$ cat config.mk
export PLATFORM = sky130hd
export DESIGN_NAME = rowhit_bank_selector
export DESIGN_NICKNAME = d
export VERILOG_FILES = /design/src/rtl/rhsel_pkg.sv /design/src/rtl/rhsel_bank_queue.sv /design/src/rtl/rhsel_open_rows.sv /design/src/rtl/rowhit_bank_selector.sv
export SDC_FILE = /design/constraint.sdc
export NUM_CORES = 2
export LEC_CHECK = 0
export BUFFER_PORTS_ARGS = -buffer_cell sky130_fd_sc_hd__buf_2
export CAP_MARGIN = 25
export CORE_AREA = 2 2 231 279
export DETAILED_ROUTE_END_ITERATION = 16
export DIE_AREA = 0 0 233 281
export PLACE_DENSITY = 0.76
export SETUP_SLACK_MARGIN = 0.3
export SYNTH_ARGS = -nofsm -noshare
export SYNTH_HDL_FRONTEND = slang
export SYNTH_SLANG_ARGS = --single-unit
$ cat constraint.sdc
create_clock -name clk -period 3.5 [get_ports clk]
set_clock_uncertainty 0.1 [all_clocks]
set_input_delay 0.175 -clock clk [delete_from_list [all_inputs] [get_ports clk]]
set_output_delay 0.175 -clock clk [all_outputs]
set_load 0.05 [all_outputs]
$ cat src/rtl/rhsel_pkg.sv
package rhsel_pkg;

    parameter int THREAD_W = 2;
    parameter int ROW_W    = 8;
    parameter int TAG_W    = 4;

    typedef struct packed {
        logic [THREAD_W-1:0] thread;
        logic [ROW_W-1:0]    row;
        logic [TAG_W-1:0]    tag;
    } req_t;

    typedef enum logic [1:0] {
        RM_NONE   = 2'd0,
        RM_BY_TAG = 2'd1,
        RM_HEAD   = 2'd2
    } rm_kind_e;

    function automatic logic row_hit(input req_t ent, input logic open_vld,
                                     input logic [ROW_W-1:0] open_row);
        return open_vld && (ent.row == open_row);
    endfunction

endpackage

$ cat src/rtl/rhsel_bank_queue.sv
module rhsel_bank_queue
    import rhsel_pkg::*;
#(
    parameter int DEPTH = 8,
    localparam int IDX_W = (DEPTH > 1) ? $clog2(DEPTH) : 1,
    localparam int CNT_W = $clog2(DEPTH + 1)
) (
    input  logic             clk,
    input  logic             rst,
    input  logic             push,
    input  req_t             push_ent,
    input  logic             rm,
    input  logic [IDX_W-1:0] rm_idx,
    input  logic             open_vld,
    input  logic [ROW_W-1:0] open_row,
    input  logic [TAG_W-1:0] find_tag,
    output logic [CNT_W-1:0] count,
    output logic             full,
    output req_t             head_ent,
    output req_t             pick_ent,
    output logic             tag_found,
    output logic [IDX_W-1:0] tag_idx,
    output req_t             tag_ent
);

    req_t             slots [DEPTH];
    req_t             nxt   [DEPTH];
    logic [CNT_W-1:0] cnt_q;
    logic [CNT_W-1:0] cnt_n;
    logic [DEPTH-1:0] live;
    logic [DEPTH-1:0] hit;
    logic [DEPTH-1:0] tmatch;
    logic [IDX_W-1:0] pick_idx;

    // Occupancy, row-hit and tag-match vectors, slot 0 being the oldest
    always_comb begin
        for (int i = 0; i < DEPTH; i++) begin
            live[i]   = CNT_W'(i) < cnt_q;
            hit[i]    = live[i] && row_hit(slots[i], open_vld, open_row);
            tmatch[i] = live[i] && (slots[i].tag == find_tag);
        end
    end

    // Lowest index wins: oldest row hit, otherwise slot 0
    always_comb begin
        pick_idx = '0;
        for (int i = DEPTH - 1; i >= 0; i--) begin
            if (hit[i]) pick_idx = IDX_W'(i);
        end
    end

    always_comb begin
        tag_found = 1'b0;
        tag_idx   = '0;
        for (int i = DEPTH - 1; i >= 0; i--) begin
            if (tmatch[i]) begin
                tag_found = 1'b1;
                tag_idx   = IDX_W'(i);
            end
        end
    end

    assign count    = cnt_q;
    assign full     = (cnt_q == CNT_W'(DEPTH));
    assign head_ent = slots[0];
    assign pick_ent = slots[pick_idx];
    assign tag_ent  = slots[tag_idx];

    // Removal closes the gap by shifting younger entries down; push lands at the tail
    always_comb begin
        for (int i = 0; i < DEPTH; i++) nxt[i] = slots[i];
        cnt_n = cnt_q;
        if (rm) begin
            for (int i = 0; i < DEPTH - 1; i++) begin
                if (IDX_W'(i) >= rm_idx) nxt[i] = slots[i+1];
            end
            cnt_n = cnt_q - 1'b1;
        end
        if (push) begin
            nxt[cnt_n[IDX_W-1:0]] = push_ent;
            cnt_n = cnt_n + 1'b1;
        end
    end

    always_ff @(posedge clk) begin
        if (rst) begin
            cnt_q <= '0;
            for (int i = 0; i < DEPTH; i++) slots[i] <= '0;
        end else begin
            cnt_q <= cnt_n;
            for (int i = 0; i < DEPTH; i++) slots[i] <= nxt[i];
        end
    end

endmodule

$ cat src/rtl/rhsel_open_rows.sv
module rhsel_open_rows
    import rhsel_pkg::*;
#(
    parameter int NUM_BANKS = 4,
    localparam int BANK_W = (NUM_BANKS > 1) ? $clog2(NUM_BANKS) : 1
) (
    input  logic                       clk,
    input  logic                       rst,
    input  logic                       upd,
    input  logic [BANK_W-1:0]          upd_bank,
    input  logic [ROW_W-1:0]           upd_row,
    output logic [NUM_BANKS-1:0]       vld,
    output logic [NUM_BANKS*ROW_W-1:0] rows
);

    always_ff @(posedge clk) begin
        if (rst) begin
            vld  <= '0;
            rows <= '0;
        end else if (upd) begin
            vld[upd_bank]                  <= 1'b1;
            rows[upd_bank*ROW_W +: ROW_W]  <= upd_row;
        end
    end

endmodule

$ cat src/rtl/rowhit_bank_selector.sv
module rowhit_bank_selector
    import rhsel_pkg::*;
#(
    parameter int NUM_BANKS = 4,
    parameter int DEPTH     = 8,
    localparam int BANK_W = (NUM_BANKS > 1) ? $clog2(NUM_BANKS) : 1
) (
    input  logic                       clk,
    input  logic                       rst,
    input  logic                       enq_valid,
    output logic                       enq_ready,
    input  logic [BANK_W-1:0]          enq_bank,
    input  logic [THREAD_W-1:0]        enq_thread,
    input  logic [ROW_W-1:0]           enq_row,
    input  logic [TAG_W-1:0]           enq_tag,
    input  logic                       query_valid,
    input  logic [BANK_W-1:0]          query_bank,
    output logic                       grant_valid,
    output logic [TAG_W-1:0]           grant_tag,
    output logic [THREAD_W-1:0]        grant_thread,
    output logic [ROW_W-1:0]           grant_row,
    input  logic                       deq_valid,
    input  logic [BANK_W-1:0]          deq_bank,
    input  logic [TAG_W-1:0]           deq_tag,
    input  logic                       pop_valid,
    input  logic [BANK_W-1:0]          pop_bank,
    output logic                       pop_done,
    output logic [TAG_W-1:0]           pop_tag,
    output logic [THREAD_W-1:0]        pop_thread,
    output logic [ROW_W-1:0]           pop_row,
    input  logic                       use_ext_rows,
    input  logic [NUM_BANKS-1:0]       ext_open_valid,
    input  logic [NUM_BANKS*ROW_W-1:0] ext_open_rows,
    output logic                       empty,
    output logic                       err
);

    localparam int IDX_W = (DEPTH > 1) ? $clog2(DEPTH) : 1;
    localparam int CNT_W = $clog2(DEPTH + 1);

    logic [CNT_W-1:0]           cnt      [NUM_BANKS];
    req_t                       head_e   [NUM_BANKS];
    req_t                       pick_e   [NUM_BANKS];
    req_t                       tag_e    [NUM_BANKS];
    logic [IDX_W-1:0]           tag_idx  [NUM_BANKS];
    logic [IDX_W-1:0]           rm_idx   [NUM_BANKS];
    logic [NUM_BANKS-1:0]       full;
    logic [NUM_BANKS-1:0]       tag_found;
    logic [NUM_BANKS-1:0]       push;
    logic [NUM_BANKS-1:0]       rm;
    logic [NUM_BANKS-1:0]       nonempty;
    logic [NUM_BANKS-1:0]       tbl_vld;
    logic [NUM_BANKS*ROW_W-1:0] tbl_rows;
    logic [NUM_BANKS*CNT_W-1:0] cnt_flat;
    req_t                       new_ent;
    rm_kind_e                   rm_kind;
    logic [BANK_W-1:0]          rm_bank;
    logic                       deq_ok;
    logic [ROW_W-1:0]           upd_row;
    logic                       err_n;

    assign new_ent = '{thread: enq_thread, row: enq_row, tag: enq_tag};

    // Removal arbitration: a dequeue by tag always outranks a head-pop
    always_comb begin
        rm_kind = RM_NONE;
        rm_bank = pop_bank;
        if (deq_valid) begin
            rm_bank = deq_bank;
            if (tag_found[deq_bank]) rm_kind = RM_BY_TAG;
        end else if (pop_valid && nonempty[pop_bank]) begin
            rm_kind = RM_HEAD;
        end
    end

    assign deq_ok  = (rm_kind == RM_BY_TAG);
    assign upd_row = tag_e[deq_bank].row;

    genvar b;
    generate
        for (b = 0; b < NUM_BANKS; b++) begin : g_bank
            logic             bank_open_vld;
            logic [ROW_W-1:0] bank_open_row;

            assign bank_open_vld = use_ext_rows ? ext_open_valid[b] : tbl_vld[b];
            assign bank_open_row = use_ext_rows ? ext_open_rows[b*ROW_W +: ROW_W]
                                                : tbl_rows[b*ROW_W +: ROW_W];
            assign push[b]     = enq_valid && !full[b] && (enq_bank == BANK_W'(b));
            assign rm[b]       = (rm_kind != RM_NONE) && (rm_bank == BANK_W'(b));
            assign rm_idx[b]   = (rm_kind == RM_BY_TAG) ? tag_idx[b] : '0;
            assign nonempty[b] = (cnt[b] != '0);
            assign cnt_flat[b*CNT_W +: CNT_W] = cnt[b];

            rhsel_bank_queue #(.DEPTH(DEPTH)) u_queue (
                .clk       (clk),
                .rst       (rst),
                .push      (push[b]),
                .push_ent  (new_ent),
                .rm        (rm[b]),
                .rm_idx    (rm_idx[b]),
                .open_vld  (bank_open_vld),
                .open_row  (bank_open_row),
                .find_tag  (deq_tag),
                .count     (cnt[b]),
                .full      (full[b]),
                .head_ent  (head_e[b]),
                .pick_ent  (pick_e[b]),
                .tag_found (tag_found[b]),
                .tag_idx   (tag_idx[b]),
                .tag_ent   (tag_e[b])
            );
        end
    endgenerate

    rhsel_open_rows #(.NUM_BANKS(NUM_BANKS)) u_open_rows (
        .clk      (clk),
        .rst      (rst),
        .upd      (deq_ok && !use_ext_rows),
        .upd_bank (deq_bank),
        .upd_row  (upd_row),
        .vld      (tbl_vld),
        .rows     (tbl_rows)
    );

    assign enq_ready    = !full[enq_bank];
    assign grant_valid  = query_valid && nonempty[query_bank];
    assign grant_tag    = pick_e[query_bank].tag;
    assign grant_thread = pick_e[query_bank].thread;
    assign grant_row    = pick_e[query_bank].row;
    assign pop_done     = (rm_kind == RM_HEAD);
    assign pop_tag      = head_e[pop_bank].tag;
    assign pop_thread   = head_e[pop_bank].thread;
    assign pop_row      = head_e[pop_bank].row;
    assign empty        = (nonempty == '0);

    assign err_n = (query_valid && !nonempty[query_bank])
                || (deq_valid && !tag_found[deq_bank])
                || (pop_valid && !deq_valid && !nonempty[pop_bank]);

    always_ff @(posedge clk) begin
        if (rst) err <= 1'b0;
        else     err <= err_n;
    end

endmodule

# Word level (Yosys, flattened, before mapping)
# Memory sizes are Yosys's and may differ from the RTL's.
# Index checks and enable logic that the tools add are counted.
[word_totals]
regBits = 53
ramBits = 448
in_bits = 69
mem_count = 4
[mem_list]
columns = ["memory", "depth", "width", "read_ports", "rd_clocked_by_memory_dff", "wr", "line_no", "rtl"]
rows = [
  ["g_bank[0].u_queue.slots", 8, 14, 10, 0, 8, "rhsel_bank_queue.sv:26", "req_t slots [DEPTH];"],
  ["g_bank[1].u_queue.slots", 8, 14, 10, 0, 8, "rhsel_bank_queue.sv:26", ""],
  ["g_bank[2].u_queue.slots", 8, 14, 10, 0, 8, "rhsel_bank_queue.sv:26", ""],
  ["g_bank[3].u_queue.slots", 8, 14, 10, 0, 8, "rhsel_bank_queue.sv:26", ""],
]
[classes]
addsub = 9
order_cmp = 76
eq_ne = 76
n_shift = 2
n_mux = 223
bitwise = 40
reduce_logical = 140
[ops]
columns = ["operator", "n"]
rows = [
  ["$mux W14", 68],
  ["$bwmux W112", 4],
  ["$mux W112", 4],
  ["$mux W98", 4],
  ["$eq A8 B8 Y1", 32],
  ["$mux W3", 68],
  ["$demux W14 S3", 4],
  ["$eq A4 B4 Y1", 32],
  ["$logic_and A1 B1 Y1", 120],
  ["$bmux W14 S2", 3],
  ["$lt A3 B4 Y1 const A", 16],
  ["$mux W1", 45],
  ["$ge A3 B3 Y1 const A", 12],
  ["$neg A5 Y34", 1],
  ["$shift A8 B34 Y32 const A", 1],
  ["$shiftx A8 B34 Y32", 1],
  ["$bwmux W32", 1],
  ["$lt A1 B4 Y1 const A", 8],
  ["$lt A2 B4 Y1 const A", 8],
  ["$mux W4", 8],
  ["$mux W8", 4],
  ["$or A1 B1 Y1", 32],
  ["$ge A1 B3 Y1 const A", 8],
  ["$ge A2 B3 Y1 const A", 8],
  ["other kinds (23)", 74],
]

# Longest topological paths before layout
# An unclocked memory read counts as a cell.
[depth]
depth_word = 26
mapped_depth = 17

# By module
# A second synthesis with hierarchy kept.
[hier_totals]
hier_cells = 4487
area_unflattened_um2 = 37279.5
[by_module_without_submodules]
columns = ["module", "instances", "cells_each", "area_per_inst_um2", "seq_area_each_um2"]
rows = [
  ["rhsel_bank_queue at g_bank[1].u_queue", 1, 1067, 8612.0, 2322.2],
  ["rhsel_bank_queue at g_bank[0].u_queue", 1, 1115, 8595.7, 2322.2],
  ["rhsel_bank_queue at g_bank[3].u_queue", 1, 994, 8428.1, 2322.2],
  ["rhsel_bank_queue at g_bank[2].u_queue", 1, 1038, 8389.3, 2322.2],
  ["rowhit_bank_selector", 1, 143, 1724.2, 20.0],
  ["rhsel_open_rows", 1, 130, 1530.2, 720.7],
]

# Worst setup path before layout
# OpenSTA, ideal clock, no wires.
[synth_timing]
path_kind = "flip-flop to flip-flop"
from = "reg g_bank[0].u_queue.cnt_q[0]"
to = "mem g_bank[3].u_queue.slots[7][10] (netlist bit)"
arrival_ns = 4.078
slack_ns = -0.805
stages_incl_launch_ff = 17
n_path_buf = 3
synth_period_minus_slack_ns = 4.305
cell_sequence = "dfxtp_1 > clkbuf_1 > inv_1 > ha_1 > inv_1 > nor3_1 > mux4_2 > nor2_1 > nand3_1 > o21a_1 > buf_2 > nor3_1 > o21ai_0 > nor2_1 > buf_4 > mux2i_1 > nor2_1"
[synth_rtl]
columns = ["item", "line_no", "rtl"]
rows = [
  ["start, declared", "rhsel_bank_queue.sv:28", "logic [CNT_W-1:0] cnt_q;"],
  ["start signal, assigned", "rhsel_bank_queue.sv:90", "cnt_q <= cnt_n;"],
  ["end, declared", "rhsel_bank_queue.sv:26", ""],
]

# Worst setup path in the final report
[layout_timing]
from = "reg u_open_rows.rows[16]"
to = "out grant_thread[0]"
[layout_via]
elab_chain_cells = 16
[layout_rtl]
columns = ["item", "line_no", "rtl"]
rows = [
  ["start, declared", "rhsel_open_rows.sv:13", "output logic [NUM_BANKS*ROW_W-1:0] rows"],
  ["start signal, assigned by index", "rhsel_open_rows.sv:22", "rows[upd_bank*ROW_W +: ROW_W] <= upd_row;"],
  ["$mux W8 *", "rowhit_bank_selector.sv:86", "assign bank_open_row = use_ext_rows ? ext_open_rows[b*ROW_W +: ROW_W]"],
  ["$eq A8 B8 Y1", "rhsel_pkg.sv:21", "return open_vld && (ent.row == open_row);"],
  ["$logic_and A1 B1 Y1", "rhsel_pkg.sv:21", ""],
  ["$logic_and A1 B1 Y1", "rhsel_bank_queue.sv:39", "hit[i] = live[i] && row_hit(slots[i], open_vld, open_row);"],
  ["$mux W3 (7 in series)", "rhsel_bank_queue.sv:48", "if (hit[i]) pick_idx = IDX_W'(i);"],
  ["$mux W3 *", "rhsel_bank_queue.sv:48", ""],
  ["$mem_v2 Z8 W14 *", "n/a", ""],
  ["$bmux W14 S2 *", "rowhit_bank_selector.sv:128", "assign grant_thread = pick_e[query_bank].thread;"],
  ["$mux W14 * (2 in series)", "n/a", ""],
  ["end, declared", "rowhit_bank_selector.sv:20", "output logic [THREAD_W-1:0] grant_thread,"],
]
# Mark *: on every way between the ends. The rest lies on a longest branch, timed or not. The select of a mux whose other input is x is not followed.

==> out/metrics.csv <==
metric,value,unit
status,finished with violations,
violations,negative setup slack,
arrival,4040,ps
io_pins,102,
fmax,232,MHz
grt_max_degree,111,
cts.path.max_buffers,3,
synthMuxAreaShare,0.235,
hold_viol,0,
clkSlewWorstSetupHoldPaths,60,ps
post-route-util,0.812,
grtUsageTotal,0.493,
cp_max_fo,5,
hold_slack,15.4,ps
syn_nets,4216,
grt_pass1_vias,37700,
slew_headroom,0.192,
synth_compound_area_frac,0.178,
reg2reg_from,g_bank[0].u_queue.count[0],
vias,39800,
max-vdd-ir-drop,0.000427,V
nNetsFinal,5051,
tns,-32950,ps
cp_slowest_cell,mux2i_1,
final_cell_area,51000,um2
critPathKind,flip-flop to primary output,
drv_slew,0,
cts_buffers,57,
end_kind,primary output,
overflow,0,
fillers,3842,
die_area,65500,um2
drt_iter0_drc,5018,
post-route-period-util,1.23,
hp-class,input port to flip-flop,
antenna_found_initial,12,
r2r_slack,-250,ps
first_pass_iters,6,
rr_worst_depth,17,
crit_start,u_open_rows.rows[16],
clk_latency,650,ps
synthesis.area,36200,um2
core,62800,um2
seq_area_frac_synth,0.277,
synth_edf_count,0,
root_buffer,clkbuf_16,
hold_depth,3,
worst_slack,-819,ps
synth_xor_area_frac,0.100,
worstMarginPinSlew,1210,ps
rsz0062_at_grt,yes,
chipHeight,281,um
fin_crit,4320,ps
place_ws,-732,ps
crit_required,3220,ps
cap_violations,0,
yosys_warnings,0,
setup_viol,299,
grt_pass1_wl,241000,um
critPathMaxStageDelay,500,ps
powerDensity,310,nW/um2
die_w,233,um
gp_congestion,1.03,
holdPathEnd,g_bank[1].u_queue.slots[2][11],
synthAdderAreaFrac,0.00830,
syn-mean-instance-area,8.77,um2
synth_ff_type,dfxtp_1,
post-dp-hpwl,118000,um
synth_cell_types,101,
initial_core_util,0.576,
cts_tree,yes,
worst_hold_startpoint,enq_row[7],
synth.largest_area_cell,dfxtp_1,
crit_path_start_kind,flip-flop,
async_reset_ff_frac,0,
drive_gt1_frac,0.359,
placed_cell_area,44600,um2
synth_top_area_share,0.277,
ys_ff_latch,501,
routedWlPerCell,29.9,um
drc,0,
synthSimpleGateAreaFrac,0.146,
path_cells,mux2i_4 -> buf_12 -> xnor2_1 -> nor4_1 -> nand3_1 -> inv_1 -> o21ai_2 -> a32oi_4 -> buf_6 -> buf_12 -> mux2i_1 -> buf_4 -> o221ai_2 -> a32oi_4 -> buf_12,
netlist_instances,4123,
htree_num_levels,2,
cts_sinks,501,
wl,175000,um
synthToLayoutAreaGrowth,40.9,%
num_rows,101,
synthTopCellsByArea,"dfxtp_1 (28%), mux2i_1 (19%), xnor2_1 (8.6%), a211oi_1 (7.4%), nor2_1 (5.9%)",
r2r_end,g_bank[1].u_queue.slots[6][7],
io_buffers,101,
via_per_inst,6.82,
antenna_left,0,
synth_top_family_by_area,multiplexers,
power_leakage,19.8,nW
crit_top_cell,buf_12,
## synthesized netlist by cell type (all sizes together) (45+ instances only)
cell type and count:
nand4 45, nand3 91, mux2i 715, xnor2 355
mux2 62, xor2 57, o21ai 62, clkbuf 179
inv 61, a21oi 133, dfxtp 501, nor3 92
nor4 50, buf 146, nor2 577, a211oi 357
nand2 160
## cells in the final DEF, fill, tap and decap left out, types with 22 or more instances in the layout
master,n
inv_1,49
mux2_2,44
buf_4,753
o21ai_0,45
nor4_1,34
a221o_1,32
clkbuf_16,65
o211ai_1,28
a211oi_1,311
nor2_2,34
nand2_1,147
xor2_1,50
dfxtp_1,463
buf_12,140
mux2i_2,33
mux2i_1,658
mux2i_4,24
o221ai_1,29
nand3_1,84
nor3_2,24
a211oi_2,45
a21o_1,23
a21oi_2,30
dfxtp_2,28
nor2_1,523
xnor2_1,337
a21oi_1,96
buf_6,79
buf_2,86
nor3_1,59
nand2b_1,22
nand4_1,45
## worst max path at each step
| stage | to | slack [ps] | depth (start not counted) |
|---|---|---|---|
| floorplan | grant_row[0] | -40 | 15 |
| global placement | grant_tag[1] | -720 | 16 |
| detailed placement | grant_thread[1] | -730 | 16 |
| CTS | grant_row[0] | -710 | 17 |
| global route | grant_thread[0] | -900 | 15 |
| finish | grant_thread[0] | -820 | 15 |
## per-layer routing
metal / track usage / up-vias / share of wire
met5: 0 / - / 0.00055
met4: 0.361 / 14 / 0.093
met3: 0.138 / 1022 / 0.13
met2: 0.753 / 2998 / 0.43
met1: 0.591 / 18900 / 0.35
li1: - / 16800 / -
## state kept, by name (all words and copies together), names as in the netlist
| signal | count |
|---|---|
| u_open_rows.vld | 4 |
| u_open_rows.rows | 32 |
| g_bank.u_queue.slots | 448 |
| err | 1 |
| g_bank.u_queue.count | 16 |
## worst max-delay path: cells and delay by family (launching register included)
family / cells / cell delay [ps]
mux: 2 / 710
buf+inv: 6 / 950
xor+xnor: 1 / 80
simple gates: 2 / 450
compound gates: 4 / 850
flops: 1 / 360
## final cells by class
cell class              count  area, um2  area share
repair buffers           1101      10700       0.209
clock buffers              77       1640      0.0323
flip-flops and latches    501      10100       0.198
well taps                 824       1030      0.0202
clock inverters            31        403     0.00790
diodes                      2       5.00   0.0000982
multi-input cells        3236      26900       0.527
inverters                  61        256     0.00503
## power breakdown
part | switching [mW] | internal (mW)
combinational | 1.92 | 1.35
clock | 2.78 | 3.90
sequential | 0.103 | 5.78
## repair_timing
item / in CTS / in global routing
setup endpoints to repair: 488 / 502
hold buffers: 10 / 2
pin swaps: 123 / 107
setup buffers: 48 / 56
cloned: 15 / 7
endpoints found under the hold margin: 64 / 12
gates resized for setup: 324 / 252
## metrics by stage
| step | total power [mW] | cells |
|---|---|---|
| 2_1_floorplan | 7.55 | 4123 |
| 3_3_place_gp | 8.74 | 5579 |
| 3_5_place_dp | 8.77 | 5580 |
| 4_1_cts | 15.4 | 5761 |
| 5_1_grt | 16.1 | 5832 |
| 6_report | 15.8 | 5833 |
## logic make-up after synthesis
group,Yosys count
compound gates,862
xor+xnor,412
fa+ha+maj,24
buf+inv,386
flops,501
mux,794
simple gates,1144
(Power assumes the default switching activity.)
